<file path="src/rtl/fb_pkg.sv">
package fb_pkg;
  typedef struct packed {
    logic [1:0] offset;
    logic       stride2;
    logic       phase;
  } copy_cfg_t;
endpackage

</file>
<file path="src/rtl/fb_bank.sv">
module fb_bank #(
  parameter int DATA_W = 8,
  parameter int DEPTH  = 32,
  localparam int AW    = (DEPTH > 1) ? $clog2(DEPTH) : 1
) (
  input  logic              clk_i,
  input  logic              rst_ni,
  input  logic              we_i,
  input  logic [AW-1:0]     waddr_i,
  input  logic [DATA_W-1:0] wdata_i,
  input  logic [AW-1:0]     raddr_i,
  output logic [DATA_W-1:0] rdata_o
);
  logic [DATA_W-1:0] mem_q [DEPTH];

  always_ff @(posedge clk_i) begin
    if (we_i) mem_q[waddr_i] <= wdata_i;
  end

  always_ff @(posedge clk_i or negedge rst_ni) begin
    if (!rst_ni) rdata_o <= '0;
    else         rdata_o <= mem_q[raddr_i];
  end
endmodule

</file>
<file path="src/rtl/fb_copy_seq.sv">
module fb_copy_seq
  import fb_pkg::*;
#(
  parameter int ROW_LEN  = 8,
  parameter int NUM_ROWS = 4,
  parameter int A_AW     = 5,
  parameter int B_AW     = 5
) (
  input  logic            clk_i,
  input  logic            rst_ni,
  input  logic            start_i,
  input  copy_cfg_t       cfg_i,
  output logic            active_o,
  output logic [A_AW-1:0] src_o,
  output logic [B_AW-1:0] dst_o,
  output logic            last_o
);
  localparam int EW   = $clog2(ROW_LEN);
  localparam int RW   = (NUM_ROWS > 1) ? $clog2(NUM_ROWS) : 1;
  localparam int R0   = ROW_LEN - 2;
  localparam int HALF = ROW_LEN / 2;

  copy_cfg_t     cfg_q;
  logic [RW-1:0] row_q;
  logic [EW-1:0] elem_q;
  logic          active_q;
  logic [EW-1:0] dlen_m1;
  logic [1:0]    base;
  logic          row_end;

  always_comb begin
    dlen_m1 = cfg_q.stride2 ? EW'(HALF - 1) : EW'(R0 - 1);
    // stride 2 uses the phase as start position; offset code 3 saturates to 2
    if (cfg_q.stride2)              base = {1'b0, cfg_q.phase};
    else if (cfg_q.offset == 2'd3)  base = 2'd2;
    else                            base = cfg_q.offset;
    src_o = A_AW'(row_q) * A_AW'(ROW_LEN) + A_AW'(base)
          + (cfg_q.stride2 ? A_AW'({elem_q, 1'b0}) : A_AW'(elem_q));
    dst_o = B_AW'(row_q) * (cfg_q.stride2 ? B_AW'(HALF) : B_AW'(R0))
          + B_AW'(elem_q);
    row_end = (elem_q == dlen_m1);
    last_o  = row_end && (row_q == RW'(NUM_ROWS - 1));
  end

  assign active_o = active_q;

  always_ff @(posedge clk_i or negedge rst_ni) begin
    if (!rst_ni) begin
      cfg_q    <= '0;
      row_q    <= '0;
      elem_q   <= '0;
      active_q <= 1'b0;
    end else if (start_i) begin
      cfg_q    <= cfg_i;
      row_q    <= '0;
      elem_q   <= '0;
      active_q <= 1'b1;
    end else if (active_q) begin
      if (last_o) active_q <= 1'b0;
      if (row_end) begin
        elem_q <= '0;
        row_q  <= row_q + RW'(1);
      end else begin
        elem_q <= elem_q + EW'(1);
      end
    end
  end
endmodule

</file>
<file path="src/rtl/fb_wr_guard.sv">
module fb_wr_guard (
  input  logic clk_i,
  input  logic rst_ni,
  input  logic wr_en_i,
  input  logic busy_i,
  output logic we_o,
  output logic err_o
);
  assign we_o = wr_en_i & ~busy_i;

  always_ff @(posedge clk_i or negedge rst_ni) begin
    if (!rst_ni) err_o <= 1'b0;
    else         err_o <= wr_en_i & busy_i;
  end
endmodule

</file>
<file path="src/rtl/fmap_pingpong_buf.sv">
module fmap_pingpong_buf
  import fb_pkg::*;
#(
  parameter int DATA_W   = 8,
  parameter int ROW_LEN  = 8,
  parameter int NUM_ROWS = 4,
  localparam int A_DEPTH = ROW_LEN * NUM_ROWS,
  localparam int B_DEPTH = (ROW_LEN - 2) * NUM_ROWS,
  localparam int A_AW    = $clog2(A_DEPTH),
  localparam int B_AW    = $clog2(B_DEPTH)
) (
  input  logic              clk_i,
  input  logic              rst_ni,
  input  logic              wr_en_i,
  input  logic [A_AW-1:0]   wr_addr_i,
  input  logic [DATA_W-1:0] wr_data_i,
  input  logic              copy_start_i,
  input  logic [1:0]        copy_offset_i,
  input  logic              copy_stride2_i,
  input  logic              copy_phase_i,
  input  logic [B_AW-1:0]   rd_addr_i,
  output logic [DATA_W-1:0] rd_data_o,
  output logic              busy_o,
  output logic              copy_done_o,
  output logic              wr_err_o
);
  logic              a_we;
  logic [DATA_W-1:0] a_rdata;
  logic              seq_active, seq_last;
  logic [A_AW-1:0]   seq_src;
  logic [B_AW-1:0]   seq_dst;
  logic              b_we;
  logic [B_AW-1:0]   b_waddr;
  logic              wlast_q, done_q;
  copy_cfg_t         cfg_in;

  assign cfg_in = '{offset: copy_offset_i, stride2: copy_stride2_i, phase: copy_phase_i};
  assign busy_o = seq_active | b_we;
  assign copy_done_o = done_q;

  fb_wr_guard u_guard (
    .clk_i   (clk_i),
    .rst_ni  (rst_ni),
    .wr_en_i (wr_en_i),
    .busy_i  (busy_o),
    .we_o    (a_we),
    .err_o   (wr_err_o)
  );

  fb_copy_seq #(
    .ROW_LEN  (ROW_LEN),
    .NUM_ROWS (NUM_ROWS),
    .A_AW     (A_AW),
    .B_AW     (B_AW)
  ) u_seq (
    .clk_i    (clk_i),
    .rst_ni   (rst_ni),
    .start_i  (copy_start_i & ~busy_o),
    .cfg_i    (cfg_in),
    .active_o (seq_active),
    .src_o    (seq_src),
    .dst_o    (seq_dst),
    .last_o   (seq_last)
  );

  fb_bank #(.DATA_W(DATA_W), .DEPTH(A_DEPTH)) u_bank_a (
    .clk_i   (clk_i),
    .rst_ni  (rst_ni),
    .we_i    (a_we),
    .waddr_i (wr_addr_i),
    .wdata_i (wr_data_i),
    .raddr_i (seq_src),
    .rdata_o (a_rdata)
  );

  // destination address and flags follow bank A's registered read by one cycle
  always_ff @(posedge clk_i or negedge rst_ni) begin
    if (!rst_ni) begin
      b_we    <= 1'b0;
      b_waddr <= '0;
      wlast_q <= 1'b0;
      done_q  <= 1'b0;
    end else begin
      b_we    <= seq_active;
      b_waddr <= seq_dst;
      wlast_q <= seq_active & seq_last;
      done_q  <= b_we & wlast_q;
    end
  end

  fb_bank #(.DATA_W(DATA_W), .DEPTH(B_DEPTH)) u_bank_b (
    .clk_i   (clk_i),
    .rst_ni  (rst_ni),
    .we_i    (b_we),
    .waddr_i (b_waddr),
    .wdata_i (a_rdata),
    .raddr_i (rd_addr_i),
    .rdata_o (rd_data_o)
  );
endmodule

</file>
<file path="config.mk">
export PLATFORM = sky130hd
export DESIGN_NAME = fmap_pingpong_buf
export DESIGN_NICKNAME = d
export VERILOG_FILES = /design/src/rtl/fb_pkg.sv /design/src/rtl/fb_bank.sv /design/src/rtl/fb_copy_seq.sv /design/src/rtl/fb_wr_guard.sv /design/src/rtl/fmap_pingpong_buf.sv
export SDC_FILE = /design/constraint.sdc
export NUM_CORES = 1
export LEC_CHECK = 0
export BUFFER_PORTS_ARGS = -buffer_cell sky130_fd_sc_hd__buf_2
export CAP_MARGIN = 40
export CORE_UTILIZATION = 35
export DETAILED_ROUTE_END_ITERATION = 10
export MAX_ROUTING_LAYER = met4
export PLACE_DENSITY_LB_ADDON = 0.25
export SYNTH_ARGS = -nofsm -noshare
export SYNTH_HDL_FRONTEND = slang
export SYNTH_SLANG_ARGS = --single-unit
</file>
<file path="constraint.sdc">
create_clock -name clk_i -period 4 [get_ports clk_i]
set_clock_uncertainty 0.1 [all_clocks]
set_input_delay 0.2 -clock clk_i [delete_from_list [all_inputs] [get_ports clk_i]]
set_output_delay 0.2 -clock clk_i [all_outputs]
set_load 0.01 [all_outputs]
</file>
==> results of run 1 <==
cell families (layout without fill, tap and decap cells):
family | Yosys count | count (layout) | synth area share, %
xor+xnor | 2 | 2 | 0.189
fa+ha+maj | 11 | 11 | 0.834
mux | 165 | 165 | 15.7
flops | 483 | 483 | 74.6
simple gates | 143 | 143 | 3.70
compound gates | 82 | 82 | 3.52
buf+inv | 49 | 180 | 1.43
Yosys cell counts, drive strengths merged:
cell type	instances
a221o	5
fa	3
nor2	65
a211oi	9
nor2b	22
mux4	102
or3b	4
xnor2	1
nand3b	7
nand2b	1
a21o	2
o221ai	2
nor4b	1
o21bai	6
a21oi	14
or3	3
nand4	1
buf	23
a221oi	16
and3	1
mux2	36
edfxtp	448
xor2	1
nand3	3
mux2i	27
and2b	1
ha	8
a22o	2
and2	3
nand2	19
nor3	11
a2111oi	8
clkbuf	20
o22ai	6
o21ai	12
nand4b	1
dfrtp	35
inv	6
final cells by class:
class                           instances  area, um^2  area share [%]
Multi-Input combinational cell        403        4620            20.8
Clock inverter                         30         319            1.44
Inverter                                6        22.5           0.101
Clock buffer                           64        1360            6.10
Tap cell                              696         871            3.92
Sequential cell                       483       14300            64.5
Timing Repair Buffer                   80         706            3.18
tightest hold or removal path, stage by stage:
cell and delay, ns:
dlygate4sd3_1 0.52, buf_2 0.15, buf_12 0.21
power by group through the flow:
| stage | clock network (mW) | logic, mW | registers, mW |
|---|---|---|---|
| 3_3_place_gp | 0 | 6.17 | 6.86 |
| 5_1_grt | 5.03 | 6.84 | 6.68 |
| 4_1_cts | 4.85 | 6.44 | 6.67 |
| 6_report | 4.74 | 6.40 | 6.61 |
| 3_5_place_dp | 0 | 6.42 | 6.77 |
| 2_1_floorplan | 0 | 4.49 | 6.61 |
sequential cells by signal (all words and copies together), names as in the netlist:
signal,cells
b_we,1
u_bank_b.mem_q,192
u_seq.active_o,1
wlast_q,1
b_waddr,5
u_bank_a.mem_q,256
u_bank_a.rdata_o,8
copy_done_o,1
u_guard.err_o,1
u_seq.row_q,2
u_bank_b.rdata_o,8
u_seq.elem_q,3
u_seq.cfg_q,4
metrics by stage:
step | hold WS, ns | instance area [um^2]
after floorplan | -0.196 | 19200
after detailed placement | -0.00630 | 20400
after global placement | 0.323 | 20200
final | 0.0420 | 22200
after CTS | 0.0218 | 22200
after global routing | 0.0587 | 22200
routing by layer:
layer | part of all wire, % | up-vias | global-route usage [%]
met1 | 45 | 4805 | 21.0
met2 | 48 | 211 | 24.6
met5 | 0 | - | -
li1 | - | 4044 | -
met4 | 2.3 | 0 | 4.76
met3 | 4.4 | 67 | 2.63
what timing repair did:
action | in CTS | in global routing
setup endpoints to repair | 0 | 0
hold buffers | 10 | 0
gates resized for setup | 0 | 0
hold endpoints to repair | 51 | 0
worst max-delay path by stage:
| stage | end | cells after the start | from | slack, ns |
|---|---|---|---|---|
| detailed placement | u_bank_a.rdata_o[7]$_DFF_PN0_ | 10 | u_seq.cfg_q[1]$_DFFE_PN0P_ | 0.47 |
| finish | u_bank_a.rdata_o[7]$_DFF_PN0_ | 9 | u_seq.cfg_q[1]$_DFFE_PN0P_ | 0.52 |
| floorplan | u_bank_a.rdata_o[1]$_DFF_PN0_ | 11 | u_seq.cfg_q[1]$_DFFE_PN0P_ | 0.77 |
| global route | u_bank_a.rdata_o[7]$_DFF_PN0_ | 10 | u_seq.cfg_q[1]$_DFFE_PN0P_ | 0.36 |
| global placement | u_bank_a.rdata_o[7]$_DFF_PN0_ | 10 | u_seq.cfg_q[1]$_DFFE_PN0P_ | 0.48 |
| CTS | u_bank_a.rdata_o[7]$_DFF_PN0_ | 9 | u_seq.cfg_q[1]$_DFFE_PN0P_ | 0.47 |
==> results.yml, run 1 <==
floorplan:
  fp.dieArea_um2: 55800
  die_h_um: 236
  start_util_pct: 35.5
  core_area_um2: 54000
  rows: 85
  die_w_um: 236
  pin_count: 37
layout:
  drive_gt1_share_pct: 28.3
  stdcell_count: 1762
  n_fill_cell: 4766
  utilization_pct: 41.1
  antennaDiodeCount: 0
  final_cell_mix: "edfxtp_1 (448), mux4_2 (93), nor2_1 (65)"
  syn_to_final_growth_pct: 15.7
  final_common_cell: "edfxtp_1"
  final_nets: 1061
power:
  ir_worst_vdd_mv: 0.818
  internal-power_mw: 12.1
  power_mw: 17.8
  p_sw_share_pct: 31.9
  pwr-share-seq_pct: 37.2
  power.leakage_nw: 7.23
  pwr-share-comb_pct: 36.1
  p_clk_share_pct: 26.7
  powerDensity_nw_per_um2: 799
  p_sw_mw: 5.67
yosys:
  netlist.top_cell.by_area: "edfxtp_1"
  synth_seq_cells: 483
  ys_warn_count: 0
  synth.area.top_cells: "edfxtp_1 (70%), mux4_2 (11%), dfrtp_1 (4.6%)"
  ys_types: 51
  synthCells: 935
  ys_seq_area_share_pct: 74.6
  synthDominantCellAreaShare_pct: 70.1
  synthesis.nets: 972
  synth_area_um2: 19200
  syn_avg_cell_area_um2: 20.5
clock_tree:
  cts_made_buffers: 50
  cts_tree: "done"
  root_buffer: "clkbuf_16"
  cts-htree-levels: 2
  cts_sinks: 483
  clk_pin_slew_ns: 0.07
  clock_latency_ns: 0.59
  clock_path_buffers: 3
  postCtsSetupBuffers: 0
setup_path:
  path_class: "reg -> reg"
  crit_family: "compound AO/OA/AOI/OAI gates"
  reg2reg_slack_ns: 0.52
  worstSetupStartpointType: "register"
  cpMaxStageDelayCell: "dfrtp_1"
  crit_required_ns: 4.34
  worstPathArrival_ns: 3.82
  r2r_end: "u_bank_a.rdata_o[7]$_DFF_PN0_"
  path_max_fanout: 64
  worstReg2RegStart: "u_seq.cfg_q[1]$_DFFE_PN0P_"
  crit_path_end_kind: "register"
  cp_num_buf_inv: 2
  rr_worst_depth: 9
  worstPathCellList: "a22o_1, ha_4, inv_1, fa_2, buf_12, mux4_2, nor2b_1, a221oi_1, a2111oi_2"
  slowest_delay_ns: 0.61
sta:
  drv_slew: 0
  finalHoldViolCount: 0
  fin_crit_sh_pct: 87.1
  finalSetupTns_ns: 0
  finalCriticalPeriod_ns: 3.48
  tightest_slew_ns: 0.863
  setup_violations: 0
  fin_ws_ns: 0.517
  rsz0062_at_grt: "no"
  max_clock_freq_mhz: 287
  slew_headroom_pct: 42.2
min_path:
  worstHoldPathType: "in -> async"
route:
  drtIter0Drc: 712
  num_vias: 9127
  wl_per_cell_um: 23.6
  remaining_drc_errors: 0
  first_pass_iters: 5
  ant_nets: 0
  wirelength_um: 41600
  via_per_inst: 5.18
grt:
  antenna_found_initial: 0
  overflow: 0
  grt_pass1_vias: 9647
  grt_max_degree: 65
  track_usage_pct: 15.7
  grt_first_pass_wirelength_um: 63100
run_status:
  status: "complete, no violations"
placement:
  place_ws_ns: 0.475
  globalplace.congestion: 0.749
  portBuffers: 36
  placedCellCount: 1656
  dp_hpwl_um: 24800
job:
  cap_violations: 0
(Power assumes the default switching activity.)
==> run 2, diff against run 1 <==
Settings changed: CORE_ASPECT_RATIO from default to 1.5.
==> run 2 against run 1 <==
Effect of this change:
- flip-flop and latch count unchanged
- maximum frequency down 1.3%
- sequential share of layout area up 0.86 points
- die area about the same
- power down 4.0%
- register-to-register slack worse by 0.04 ns
- combinational power down 3%
- critical path type unchanged
==> results.yml, run 2 (synthesized netlist as in run 1, its figures left out) <==
run_status:
  status: "complete, no violations"
layout:
  n_fill_cell: 4829
  register_area_um2: 14300
  drive_gt1_share_pct: 27.3
  syn_to_final_growth_pct: 14.2
  final_nets: 1063
  max_flop_register: "u_bank_a.mem_q"
  multiInputGateArea_um2: 4620
  final_cell_mix: "edfxtp_1 (448), mux4_2 (93), nor2_1 (65)"
  largest_register_ffs: 256
  final_common_cell: "edfxtp_1"
  antennaDiodeCount: 0
  reg.largest.list: "u_bank_a.mem_q (256), u_bank_b.mem_q (192)"
setup_path:
  crit_start: "u_seq.cfg_q[1]$_DFFE_PN0P_"
  r2r_end: "u_bank_a.rdata_o[5]$_DFF_PN0_"
  path_class: "reg -> reg"
  reg2reg_slack_ns: 0.47
  worstReg2RegStart: "u_seq.cfg_q[1]$_DFFE_PN0P_"
  crit_required_ns: 4.33
  rr_worst_depth: 9
  path_max_fanout: 35
  worstSetupStartpointType: "register"
  crit_path_end_kind: "register"
  worstPathArrival_ns: 3.85
sta:
  finalSetupTns_ns: 0
  slew_headroom_pct: 40.0
  max_clock_freq_mhz: 283
  finalCriticalPeriod_ns: 3.53
  finalHoldViolCount: 0
  setup_violations: 0
  drv_slew: 0
  fin_crit_sh_pct: 88.2
  tightest_slew_ns: 0.899
  rsz0062_at_grt: "no"
  whs_ns: 0.0315
floorplan:
  die_w_um: 193
  fp.dieArea_um2: 55800
  core_area_um2: 53900
  rows: 104
  die_h_um: 289
  pin_count: 37
  start_util_pct: 35.6
placement:
  globalplace.congestion: 0.756
  portBuffers: 36
  dp_hpwl_um: 27000
route:
  wirelength_um: 41700
  remaining_drc_errors: 0
  drtIter0Drc: 590
  num_vias: 8929
  via_per_inst: 5.10
  first_pass_iters: 6
  ant_nets: 0
  wl_per_cell_um: 23.8
grt:
  grt_first_pass_wirelength_um: 62100
  grt_max_degree: 49
  grt_pass1_vias: 9404
  track_usage_pct: 15.8
  overflow: 0
  antenna_found_initial: 0
power:
  powerDensity_nw_per_um2: 778
  ir_worst_vdd_mv: 0.739
  power.leakage_nw: 7.10
clock_tree:
  cts_sinks: 483
  clock_path_buffers: 3
  cts_made_buffers: 45
  postCtsSetupBuffers: 0
  cts-htree-levels: 2
  root_buffer: "clkbuf_16"
  ctsResizeCount: 0
  clock_latency_ns: 0.59
  clk_pin_slew_ns: 0.06
  cts_tree: "done"
job:
  cap_violations: 0
min_path:
  worstHoldPathType: "in -> async"
run 2: cell types whose count changed in the layout (fill, tap and decap cells not counted), sizes merged:
cell | before | now
clkbuf | 64 | 61
bufinv | 6 | 3
buf | 70 | 77
clkinv | 20 | 18
clkinvlp | 2 | 0
run 2: per-stage QoR:
step	std cells	worst slack (ns)	cell area, um^2	util, %	total power [mW]
3_3_place_gp	1644	0.474	20300	37.6	13.1
3_5_place_dp	1658	0.447	20400	37.9	13.3
2_1_floorplan	935	0.769	19200	-	11.1
5_1_grt	1752	0.306	21900	40.7	17.9
6_report	1752	0.473	21900	40.7	17.1
4_1_cts	1752	0.420	21900	40.7	17.4
run 2: layout make-up:
| type | count | share of cell area [%] |
|---|---|---|
| Clock buffer | 61 | 5.46 |
| Inverter | 6 | 0.103 |
| Sequential cell | 483 | 65.4 |
| Multi-Input combinational cell | 403 | 21.1 |
| Clock inverter | 23 | 0.942 |
| Timing Repair Buffer | 87 | 3.16 |
| Tap cell | 689 | 3.93 |
run 2: power by group:
part	switching, mW	total [mW]	internal (mW)
clock network	1.83	4.13	2.30
registers	0.435	6.68	6.25
logic	3.23	6.23	3.01
run 2: worst max-delay path by stage:
| stage | end |
|---|---|
| floorplan | u_bank_a.rdata_o[1]$_DFF_PN0_ |
| global placement | u_bank_a.rdata_o[5]$_DFF_PN0_ |
| detailed placement | u_bank_a.rdata_o[5]$_DFF_PN0_ |
| CTS | u_bank_a.rdata_o[5]$_DFF_PN0_ |
| global route | u_bank_a.rdata_o[5]$_DFF_PN0_ |
| finish | u_bank_a.rdata_o[5]$_DFF_PN0_ |
run 2: what timing repair did:
action | CTS | global route
endpoints found under the setup margin | 0 | 0
hold buffers | 10 | 0
endpoints found under the hold margin | 51 | 0
run 2: critical path, stage by stage, from the launching register on:
cell and delay (ns):
dfrtp_1 0.62, a22o_1 0.27, ha_4 0.15, inv_1 0.05, fa_2 0.60, buf_4 0.47, mux4_2 0.38, mux2_2 0.27
a211oi_1 0.37, a2111oi_2 0.06
run 2: layer usage:
metal / GRT usage (%) / up-vias / share of wire (%)
met5: - / - / 0
met4: 6.20 / 0 / 3.4
met3: 2.65 / 77 / 3.8
met2: 29.2 / 182 / 55
met1: 16.7 / 4636 / 37
li1: - / 4034 / -
